File: src/rtl/cache_pkg.sv
package cache_pkg;

    typedef enum logic [1:0] {
        ST_IDLE   = 2'd0,
        ST_LOOKUP = 2'd1,
        ST_EVICT  = 2'd2,
        ST_FILL   = 2'd3
    } cache_state_e;

    // Index width that never collapses to zero bits.
    function automatic int unsigned idx_width(input int unsigned n);
        return (n > 1) ? $clog2(n) : 1;
    endfunction

endpackage

File: src/rtl/cache_way_select.sv
module cache_way_select #(
    parameter int WAYS    = 2,
    parameter int TAG_W   = 4,
    parameter int STAMP_W = 16,
    parameter int WAY_W   = 1
) (
    input  logic [WAYS-1:0]             valid_vec,
    input  logic [WAYS-1:0][TAG_W-1:0]  tag_vec,
    input  logic [WAYS-1:0][STAMP_W-1:0] stamp_vec,
    input  logic [TAG_W-1:0]            lookup_tag,
    output logic [WAYS-1:0]             hit_vec,
    output logic                        hit,
    output logic [WAY_W-1:0]            hit_way,
    output logic [WAY_W-1:0]            victim_way
);

    // Tag compare for every way, then a lowest-index encoder.
    always_comb begin
        hit_way = '0;
        for (int w = WAYS - 1; w >= 0; w--) begin
            hit_vec[w] = valid_vec[w] && (tag_vec[w] == lookup_tag);
            if (hit_vec[w]) hit_way = WAY_W'(w);
        end
        hit = |hit_vec;
    end

    // Victim: the first empty way, or else the oldest stamp (lowest way on ties).
    logic               empty_found;
    logic [STAMP_W-1:0] oldest;

    always_comb begin
        empty_found = 1'b0;
        victim_way  = '0;
        oldest      = stamp_vec[0];
        for (int w = 0; w < WAYS; w++) begin
            if (!valid_vec[w] && !empty_found) begin
                empty_found = 1'b1;
                victim_way  = WAY_W'(w);
            end
        end
        if (!empty_found) begin
            for (int w = 1; w < WAYS; w++) begin
                if (stamp_vec[w] < oldest) begin
                    oldest     = stamp_vec[w];
                    victim_way = WAY_W'(w);
                end
            end
        end
    end

endmodule

File: src/rtl/cache_stat_counters.sv
module cache_stat_counters #(
    parameter int CNT_W = 16
) (
    input  logic             clk,
    input  logic             rst,
    input  logic             count_hit,
    input  logic             count_miss,
    output logic [CNT_W-1:0] hit_count,
    output logic [CNT_W-1:0] miss_count
);

    always_ff @(posedge clk) begin
        if (rst) begin
            hit_count  <= '0;
            miss_count <= '0;
        end else begin
            if (count_hit)  hit_count  <= hit_count + 1'b1;
            if (count_miss) miss_count <= miss_count + 1'b1;
        end
    end

    // p_one_kind_r9: a single lookup never counts as both hit and miss
    p_one_kind_r9: assert property (@(posedge clk) disable iff (rst)
        !(count_hit && count_miss));

endmodule

File: src/rtl/wb_cache.sv
module wb_cache
    import cache_pkg::*;
#(
    parameter int ADDR_W   = 8,
    parameter int DATA_W   = 32,
    parameter int SET_BITS = 2,
    parameter int OFF_BITS = 2,
    parameter int WAYS     = 2,
    parameter int STAMP_W  = 16,
    parameter int CNT_W    = 16
) (
    input  logic              clk,
    input  logic              rst,
    input  logic              req_valid,
    output logic              req_ready,
    input  logic              req_write,
    input  logic [ADDR_W-1:0] req_addr,
    input  logic [DATA_W-1:0] req_wdata,
    output logic              rsp_valid,
    output logic              rsp_hit,
    output logic [DATA_W-1:0] rsp_rdata,
    output logic [CNT_W-1:0]  hit_count,
    output logic [CNT_W-1:0]  miss_count,
    output logic              mem_req,
    output logic              mem_we,
    output logic [ADDR_W-1:0] mem_addr,
    output logic [DATA_W-1:0] mem_wdata,
    input  logic              mem_ack,
    input  logic [DATA_W-1:0] mem_rdata
);

    localparam int SETS  = 1 << SET_BITS;
    localparam int WORDS = 1 << OFF_BITS;
    localparam int TAG_W = ADDR_W - SET_BITS - OFF_BITS;
    localparam int WAY_W = idx_width(WAYS);

    typedef struct packed {
        logic                write;
        logic [TAG_W-1:0]    tag;
        logic [SET_BITS-1:0] set;
        logic [OFF_BITS-1:0] off;
        logic [DATA_W-1:0]   wdata;
    } cache_req_t;

    // ---------------- line storage ----------------
    logic               line_valid [SETS][WAYS];
    logic               line_dirty [SETS][WAYS];
    logic [TAG_W-1:0]   line_tag   [SETS][WAYS];
    logic [STAMP_W-1:0] line_stamp [SETS][WAYS];
    logic [DATA_W-1:0]  line_data  [SETS][WAYS][WORDS];

    // ---------------- control state ----------------
    cache_state_e        state_q;
    cache_req_t          req_q;
    logic                refill_q;
    logic [WAY_W-1:0]    way_q;
    logic [OFF_BITS-1:0] beat_q;
    logic [STAMP_W-1:0]  access_cnt_q;
    logic                rsp_valid_q;
    logic                rsp_hit_q;
    logic [DATA_W-1:0]   rsp_rdata_q;

    // ---------------- set view for the selector ----------------
    logic [WAYS-1:0]              set_valid;
    logic [WAYS-1:0][TAG_W-1:0]   set_tags;
    logic [WAYS-1:0][STAMP_W-1:0] set_stamps;
    logic [WAYS-1:0]              hit_vec;
    logic                         hit;
    logic [WAY_W-1:0]             hit_way;
    logic [WAY_W-1:0]             victim_way;

    always_comb begin
        for (int w = 0; w < WAYS; w++) begin
            set_valid[w]  = line_valid[req_q.set][w];
            set_tags[w]   = line_tag[req_q.set][w];
            set_stamps[w] = line_stamp[req_q.set][w];
        end
    end

    cache_way_select #(
        .WAYS    (WAYS),
        .TAG_W   (TAG_W),
        .STAMP_W (STAMP_W),
        .WAY_W   (WAY_W)
    ) u_select (
        .valid_vec  (set_valid),
        .tag_vec    (set_tags),
        .stamp_vec  (set_stamps),
        .lookup_tag (req_q.tag),
        .hit_vec    (hit_vec),
        .hit        (hit),
        .hit_way    (hit_way),
        .victim_way (victim_way)
    );

    logic in_lookup, lookup_hit, lookup_miss, beat_last, victim_dirty;
    assign in_lookup    = (state_q == ST_LOOKUP);
    assign lookup_hit   = in_lookup && hit;
    assign lookup_miss  = in_lookup && !hit;
    assign beat_last    = (beat_q == OFF_BITS'(WORDS - 1));
    assign victim_dirty = line_valid[req_q.set][victim_way] && line_dirty[req_q.set][victim_way];

    // ---------------- controller with valid/dirty state ----------------
    always_ff @(posedge clk) begin
        if (rst) begin
            state_q      <= ST_IDLE;
            req_q        <= '0;
            refill_q     <= 1'b0;
            way_q        <= '0;
            beat_q       <= '0;
            access_cnt_q <= '0;
            rsp_valid_q  <= 1'b0;
            rsp_hit_q    <= 1'b0;
            rsp_rdata_q  <= '0;
            for (int s = 0; s < SETS; s++) begin
                for (int w = 0; w < WAYS; w++) begin
                    line_valid[s][w] <= 1'b0;
                    line_dirty[s][w] <= 1'b0;
                end
            end
        end else begin
            rsp_valid_q <= 1'b0;
            unique case (state_q)
                ST_IDLE: begin
                    if (req_valid) begin
                        req_q.write  <= req_write;
                        req_q.tag    <= req_addr[ADDR_W-1 -: TAG_W];
                        req_q.set    <= req_addr[OFF_BITS +: SET_BITS];
                        req_q.off    <= req_addr[OFF_BITS-1:0];
                        req_q.wdata  <= req_wdata;
                        access_cnt_q <= access_cnt_q + 1'b1;
                        refill_q     <= 1'b0;
                        state_q      <= ST_LOOKUP;
                    end
                end
                ST_LOOKUP: begin
                    if (hit) begin
                        if (req_q.write) line_dirty[req_q.set][hit_way] <= 1'b1;
                        rsp_rdata_q <= req_q.write ? req_q.wdata
                                                   : line_data[req_q.set][hit_way][req_q.off];
                        rsp_hit_q   <= !refill_q;
                        rsp_valid_q <= 1'b1;
                        state_q     <= ST_IDLE;
                    end else begin
                        way_q   <= victim_way;
                        beat_q  <= '0;
                        state_q <= victim_dirty ? ST_EVICT : ST_FILL;
                    end
                end
                ST_EVICT: begin
                    if (mem_ack) begin
                        beat_q <= beat_q + 1'b1;
                        if (beat_last) begin
                            line_dirty[req_q.set][way_q] <= 1'b0;
                            state_q <= ST_FILL;
                        end
                    end
                end
                ST_FILL: begin
                    line_valid[req_q.set][way_q] <= 1'b0;
                    if (mem_ack) begin
                        beat_q <= beat_q + 1'b1;
                        if (beat_last) begin
                            line_valid[req_q.set][way_q] <= 1'b1;
                            line_dirty[req_q.set][way_q] <= 1'b0;
                            refill_q <= 1'b1;
                            state_q  <= ST_LOOKUP;
                        end
                    end
                end
                default: state_q <= ST_IDLE;
            endcase
        end
    end

    // ---------------- tags, stamps and data (no reset needed) ----------------
    always_ff @(posedge clk) begin
        if (lookup_hit) begin
            line_stamp[req_q.set][hit_way] <= access_cnt_q;
            if (req_q.write) line_data[req_q.set][hit_way][req_q.off] <= req_q.wdata;
        end
        if (state_q == ST_FILL && mem_ack) begin
            line_data[req_q.set][way_q][beat_q] <= mem_rdata;
            if (beat_last) line_tag[req_q.set][way_q] <= req_q.tag;
        end
    end

    cache_stat_counters #(.CNT_W(CNT_W)) u_stats (
        .clk        (clk),
        .rst        (rst),
        .count_hit  (lookup_hit && !refill_q),
        .count_miss (lookup_miss),
        .hit_count  (hit_count),
        .miss_count (miss_count)
    );

    // ---------------- outputs ----------------
    assign req_ready = (state_q == ST_IDLE);
    assign rsp_valid = rsp_valid_q;
    assign rsp_hit   = rsp_hit_q;
    assign rsp_rdata = rsp_rdata_q;

    assign mem_req   = (state_q == ST_EVICT) || (state_q == ST_FILL);
    assign mem_we    = (state_q == ST_EVICT);
    assign mem_addr  = (state_q == ST_EVICT) ? {line_tag[req_q.set][way_q], req_q.set, beat_q}
                                             : {req_q.tag, req_q.set, beat_q};
    assign mem_wdata = line_data[req_q.set][way_q][beat_q];

    // ---------------- assertions ----------------
    // p_busy_after_accept_r10: one access in flight
    p_busy_after_accept_r10: assert property (@(posedge clk) disable iff (rst)
        (req_valid && req_ready) |=> !req_ready);

    // p_rsp_quiet_mem_r10: response never overlaps a memory transfer
    p_rsp_quiet_mem_r10: assert property (@(posedge clk) disable iff (rst)
        rsp_valid |-> !mem_req);

    // p_hold_until_ack_r13: memory request stays put until acknowledged
    p_hold_until_ack_r13: assert property (@(posedge clk) disable iff (rst)
        (mem_req && !mem_ack) |=> (mem_req && $stable(mem_addr) && $stable(mem_we)));

    // p_single_match_r2: at most one way matches a tag
    p_single_match_r2: assert property (@(posedge clk) disable iff (rst)
        in_lookup |-> $onehot0(hit_vec));

    // p_hit_no_traffic_r2: a hit goes straight back to idle, no memory transfer
    p_hit_no_traffic_r2: assert property (@(posedge clk) disable iff (rst)
        lookup_hit |=> !mem_req);

    // p_count_step_r9: hit counter moves by at most one per cycle
    p_count_step_r9: assert property (@(posedge clk) disable iff (rst)
        ##1 ($stable(hit_count) || (hit_count == $past(hit_count) + 1'b1)));

endmodule

File: config.mk
export PLATFORM = sky130hd
export DESIGN_NAME = wb_cache
export DESIGN_NICKNAME = d
export VERILOG_FILES = /design/src/rtl/cache_pkg.sv /design/src/rtl/cache_way_select.sv /design/src/rtl/cache_stat_counters.sv /design/src/rtl/wb_cache.sv
export SDC_FILE = /design/constraint.sdc
export NUM_CORES = 1
export LEC_CHECK = 0
export ABC_CLOCK_PERIOD_IN_PS = 12140
export BUFFER_PORTS_ARGS = -buffer_cell sky130_fd_sc_hd__buf_2
export CAP_MARGIN = 15
export CORE_MARGIN = 3
export CORE_UTILIZATION = 40
export CTS_CLUSTER_SIZE = 40
export DETAILED_ROUTE_END_ITERATION = 10
export PLACE_DENSITY = 0.59
export SYNTH_ARGS = -nofsm -noshare
export SYNTH_HDL_FRONTEND = slang
export SYNTH_SLANG_ARGS = --single-unit
File: constraint.sdc
create_clock -name clk -period 12.14 [get_ports clk]
set_clock_uncertainty 0.15 [all_clocks]
set_input_delay 2.428 -clock clk [delete_from_list [all_inputs] [get_ports clk]]
set_output_delay 2.428 -clock clk [all_outputs]
set_load 0.02 [all_outputs]
==> metrics, run 1 <==
CP Data Arrival Time=5.29 ns; Die Y=383 um; die width=383 um; crit path buf inv count=3; crit path cell chain=buf_12 > buf_4 > mux4_2 > mux4_2 > nand2_1 > nand2_1 > buf_2; crit start category=flop; critical path's top delay family=buffers and inverters; count leader, synth=edfxtp_1; share of layout cells above drive strength 1=0.348; Tmin final=roughly 8 ns; global-route wire length before repair=between 200,000 and 250,000 um; Synthesized Nets=3,241; DRC viols=0; storage element area=between 30,000 and 40,000 um^2; Total Wirelength=173,000 um; Rows=approximately 140; largest net degree at the start of global routing=146; PortBufs=~190; GR Layer Usage met2=0.374; met1 GRT Util=0.329; M3 GR Usage=0.0536; LEAKAGE=between 20 and 25 nW; Area Growth Syn to Fin=13.7%; top post-synthesis cells by count=edfxtp_1 (1,200), mux4_2 (402), mux2_2 (259); max-slew violation count=0; Synth top area share=0.633; Post-Synthesis Cell Area=56,900 um^2; Max clock buf depth=3; Post-CTS Resized=0; drt first pass iters=5; clock slew at reported path FFs=0.06 ns; Hold Crit Start=rsp_hit$_SDFFE_PP0P_; total die area=147,000 um^2; GRT busiest layer=met2; clk root buf=clkbuf_16; initial core utilization=0.405; total clock sinks=around 1,300; Worst Path Max Fanout=95; Slowest cell on crit path=dfxtp_4; syn avg cell area=18.1 um^2; vias=31,900; Setup-failing EPs final=0; Async SR Flop Fraction=0; Power Density=between 150 and 200 nW/um^2; initial antenna violation count=26; Multi-input gate area=between 15,000 and 20,000 um^2; post-synth cell types=64; post-CTS setup repair buffer count=0; top cells by area, synth=edfxtp_1 (63%), mux4_2 (16%), mux2_2 (5.1%), dfxtp_1 (4.6%), nand2_1 (1.7%); Yosys warning total=0; leading area contributor after synthesis=edfxtp_1; DR vias/cell=6.00; nature of the critical path endpoint=output pin; CORE AREA=about 140,000 um^2; max_slew headroom=0.174; grt ovf=0; Max Freq=127 MHz; gr usage total=0.236; slowest stage delay, CP=0.97 ns; Worst-Skew Late Latency=0.78 ns; filler cell count=11,900; Hold Buf Count CTS=0; worst vdd ir=between 100 and 150 uV; first-iteration detailed-routing DRC count=3,761; vias in the first global route=31,900; setup TNS=0 ns; TritonCTS clock tree=yes; Worst Path Required=9.56 ns; I/O pin count=between 150 and 200; Layout Utilization=0.461; CTS Buf Count=145; Worst Hold Slack=about 0.31 ns; Main synth FF type=edfxtp_1; sequential-to-total area share from yosys stat=0.679; GPL Wtd Cong=0.775; H-tree depth=4; dpl hpwl=between 90,000 and 100,000 um; Total Power=10.8 mW; Worst Max-Slew Pin Slew=1.23 ns; wire per inst=32.6 um; Post-Synthesis Cells=between 3,000 and 4,000; register bit total from synthesis=1,331; max-cap viol count=0; EDFF count, synth=1,200; crit path kind=reg2out; Hold Crit Class=reg2reg; ANT nets after route=0; status=completed; Final Hold Fails=0; fin crit share=0.648; unrepaired setup endpoints after global routing=no; Nets=3,417
==> report_power, final <==
group | switching (mW) | internal [mW] | total (mW)
logic | 0.766 | 0.557 | 1.32
registers | 0.109 | 5.11 | 5.22
clock network | 1.84 | 2.37 | 4.21
==> sequential cells by signal, summed over array words and instances (netlist names), named ones only <==
name and cells:
way_q 1, rsp_rdata 32, beat_q 2, u_stats.miss_count 16, line_valid 8, rsp_valid 1
line_tag 32, req_q 41, rsp_hit 1, access_cnt_q 16, state_q 2, u_stats.hit_count 16
line_data 1024, line_stamp 128, line_dirty 8, refill_q 1
==> worst paths after layout <==
check                                                    to  slack (ns)  cells past startpoint
worst min-delay path                   rsp_hit$_SDFFE_PP0P_        0.31                      2
worst max-delay path                          mem_wdata[13]        4.27                      7
worst max register to register  line_data[1][147]$_DFFE_PP_        6.21                      9
worst min register to register         rsp_hit$_SDFFE_PP0P_        0.31                      2
==> worst reg2reg max path, delay by kind of cell, from the launching register on <==
family          cells  cell delay, ns
compound gates      2            0.80
xor+xnor            1            0.17
buf+inv             2            1.28
flops               1            0.97
mux                 1            0.68
simple gates        3            1.51
==> per-stage QoR <==
step                cell area, um^2  worst slack [ns]  instances
finish                        64700              4.27       5316
global route                  64700              3.89       5307
CTS                           64700              4.08       5304
detailed placement            60200              4.93       5041
global placement              60200              4.96       5041
floorplan                     56900              6.58       3138
==> cells by family after synthesis <==
family,share of synthesized area
AND/OR/NAND/NOR,0.0412
XOR/XNOR,0.00411
AO/OA/AOI/OAI,0.0268
multiplexers,0.224
buffers and inverters,0.0195
flip-flops,0.679
adder cells (fa/ha/maj),0.00571
==> area by class of cell <==
type                       count  area share
timing repair buffer         258      0.0234
clock buffer                 195      0.0604
multi-input combinational   1546       0.271
inverter                      32     0.00203
tap                         1876      0.0363
sequential                  1331       0.598
antenna                       10    0.000387
clock inverter                68     0.00926
==> placed cells by master (no fill, tap or decap), types with 5 or more instances in the layout <==
cell type     n
and4_1        5
nand4_1      15
or3_1        25
a21boi_0      7
edfxtp_1   1200
nor2_1       80
mux4_2      402
clkbuf_1     42
dfxtp_1     126
clkbuf_8      7
xor2_1       14
mux2i_1      76
nand3_1      16
a21o_1        6
xnor2_1       9
nand2b_1     23
a21oi_1     111
clkinv_2     20
ha_1         26
inv_6         8
a31oi_1       6
inv_1        28
nor2_4       33
o211ai_1      7
a311oi_1      6
buf_4        68
diode_2      10
o21ai_0      47
nor3b_1      15
and3_1       16
clkinv_1     25
nand3_4       6
nand2_1     250
clkbuf_16   146
mux2_2      259
buf_2       186
a211oi_1     17
a2111oi_2     9
==> metal layers <==
layer  up-vias  wire, um
li1      13000         -
met1     16900     69600
met2      1662     81300
met3       310     17500
met4        12      4660
met5         -        71
Power figures use the tool's default switching activity.
==> run 2, diff against run 1 <==
- ABC_CLOCK_PERIOD_IN_PS: 12140 -> 7800
- clock period: 12.14 -> 7.8 ns (I/O delays scaled with it)
==> metrics, run 2 (same netlist as run 1, synthesis figures left out) <==
Die Y=383 um (unchanged); CTS Buf Count=141 (-2.8%); setup TNS=0 ns (unchanged); most frequent cells in the layout=edfxtp_1 (1,200), mux4_2 (402), mux2_2 (259); Total Wirelength=169,000 um (-2.2%); fin crit share=0.777; wire per inst=31.9 um (-2.2%); PortBufs=185 (unchanged); CORE AREA=140,000 um^2 (unchanged); cell internal pwr=12.6 mW (+56%); vias in the first global route=31,600 (-0.96%); vias=31,700 (-0.53%); grt ovf=0 (unchanged); Clk pwr share=0.390 (-0.002); largest registers=line_data: 1024 flops, line_stamp: 128 flops, req_q: 41 flops; CP Data Arrival Time=4.35 ns (-0.94 ns); H-tree depth=4 (unchanged); max_slew headroom=0.171 (-0.00224); post-CTS setup repair buffer count=0 (unchanged); Nets=3,419 (+0.059%); Worst-Skew Late Latency=0.77 ns (about the same); ANT nets after route=0 (unchanged); max-slew violation count=0 (unchanged); largest net degree at the start of global routing=118 (-19%); TritonCTS clock tree=yes; most common cell after layout, fill and taps aside=edfxtp_1; Multi-input gate area=17,500 um^2 (about the same); Power Density=259 nW/um^2 (+56%); gr usage total=0.231 (-0.00494); drt first pass iters=5 (unchanged); Rows=137 (unchanged); die width=383 um (unchanged); unrepaired setup endpoints after global routing=no; DR vias/cell=5.97 (-0.47%); initial antenna violation count=16 (-38%); Setup-failing EPs final=0 (unchanged); total die area=147,000 um^2 (unchanged); Final Hold Fails=0 (unchanged); Biggest register=line_data; crit start category=flop; LEAKAGE=21.4 nW (+0.24%); DRC viols=0 (unchanged); Max Freq=165 MHz; Tmin final=a little over 6 ns; Hold Buf Count CTS=0 (unchanged); sequential share of power=0.486 (about the same); max reg flops=1,024 (unchanged); dpl hpwl=102,000 um (+4.5%); GPL Wtd Cong=0.797 (+2.8%); clk root buf=clkbuf_16; max-cap viol count=0 (unchanged); worst vdd ir=178 uV (+45%); storage element area=38,700 um^2 (unchanged); share of layout cells above drive strength 1=0.351 (+0.00388); Logic pwr share=0.125 (+0.002); Worst Max-Slew Pin Slew=1.24 ns (+0.0130 ns); Hold Crit Class=reg2reg; Area Growth Syn to Fin=13.8% (about the same); first-iteration detailed-routing DRC count=3,477 (-7.6%); Worst Path Max Fanout=117 (+23%); I/O pin count=186 (unchanged); Max clock buf depth=3 (unchanged); filler cell count=11,900 (-0.31%); Post-CTS Resized=0 (unchanged); status=completed; switch share=0.251 (-0.00173); clock slew at reported path FFs=0.06 ns (about the same); global-route wire length before repair=240,000 um (-1.6%); Worst Path Required=6.09 ns (-3.47 ns); total clock sinks=1,331 (unchanged); initial core utilization=0.405 (unchanged); nature of the critical path endpoint=output pin; P_sw=4.22 mW (+55%); Total Power=16.8 mW (+56%); crit path kind=reg2out
-- run 2: path summary, 6_finish.rpt --
check,slack (ns),end,cells after the start,start
worst min register to register,0.31,rsp_hit$_SDFFE_PP0P_,2,rsp_hit$_SDFFE_PP0P_
worst max register to register,2.32,line_data[1][182]$_DFFE_PP_,10,flop
worst min-delay path,0.31,rsp_hit$_SDFFE_PP0P_,2,rsp_hit$_SDFFE_PP0P_
worst max-delay path,1.74,mem_wdata[8],7,flop
-- run 2: per-stage QoR --
| stage | std cells | hold WS [ns] | util | cell area (um^2) | setup slack (ns) |
|---|---|---|---|---|---|
| after floorplan | 3138 | 0.342 | - | 56900 | 3.11 |
| after global placement | 5044 | 0.295 | 0.429 | 60200 | 2.17 |
| after detailed placement | 5044 | 0.299 | 0.429 | 60200 | 2.11 |
| after CTS | 5303 | 0.308 | 0.461 | 64700 | 1.60 |
| after global routing | 5311 | 0.332 | 0.461 | 64800 | 1.51 |
| final | 5313 | 0.306 | 0.461 | 64800 | 1.74 |
-- run 2: power by group through the flow --
stage                     registers (mW)  clock network [mW]  logic, mW
after detailed placement            8.30                   0       2.10
after CTS                           8.15                6.64       2.10
after global placement              8.30                   0       2.08
final                               8.15                6.54       2.10
after global routing                8.16                6.94       2.24
after floorplan                     8.15                   0       1.48
-- run 2: area by class of cell --
cell class              count  area share
multi-input cells        1546       0.270
clock inverters            60     0.00877
flip-flops and latches   1331       0.597
well taps                1876      0.0362
inverters                  32     0.00203
diodes                      5    0.000193
clock buffers             199      0.0603
repair buffers            264      0.0250
-- run 2: metal layers --
metal | wire length, um | part of all wire | global-route usage
met1 | 70600 | 0.42 | 0.329
met2 | 77900 | 0.46 | 0.357
met3 | 16100 | 0.095 | 0.0528
met4 | 4590 | 0.027 | 0.0666
met5 | 23 | 0.00014 | 0
-- run 2: critical path: stages (launching register included) --
cell	delay (ns)
dfxtp_4	0.64
buf_12	0.53
buf_12	0.53
mux4_2	0.43
mux4_2	0.51
nand2_1	0.10
nand2_1	0.23
buf_2	0.26
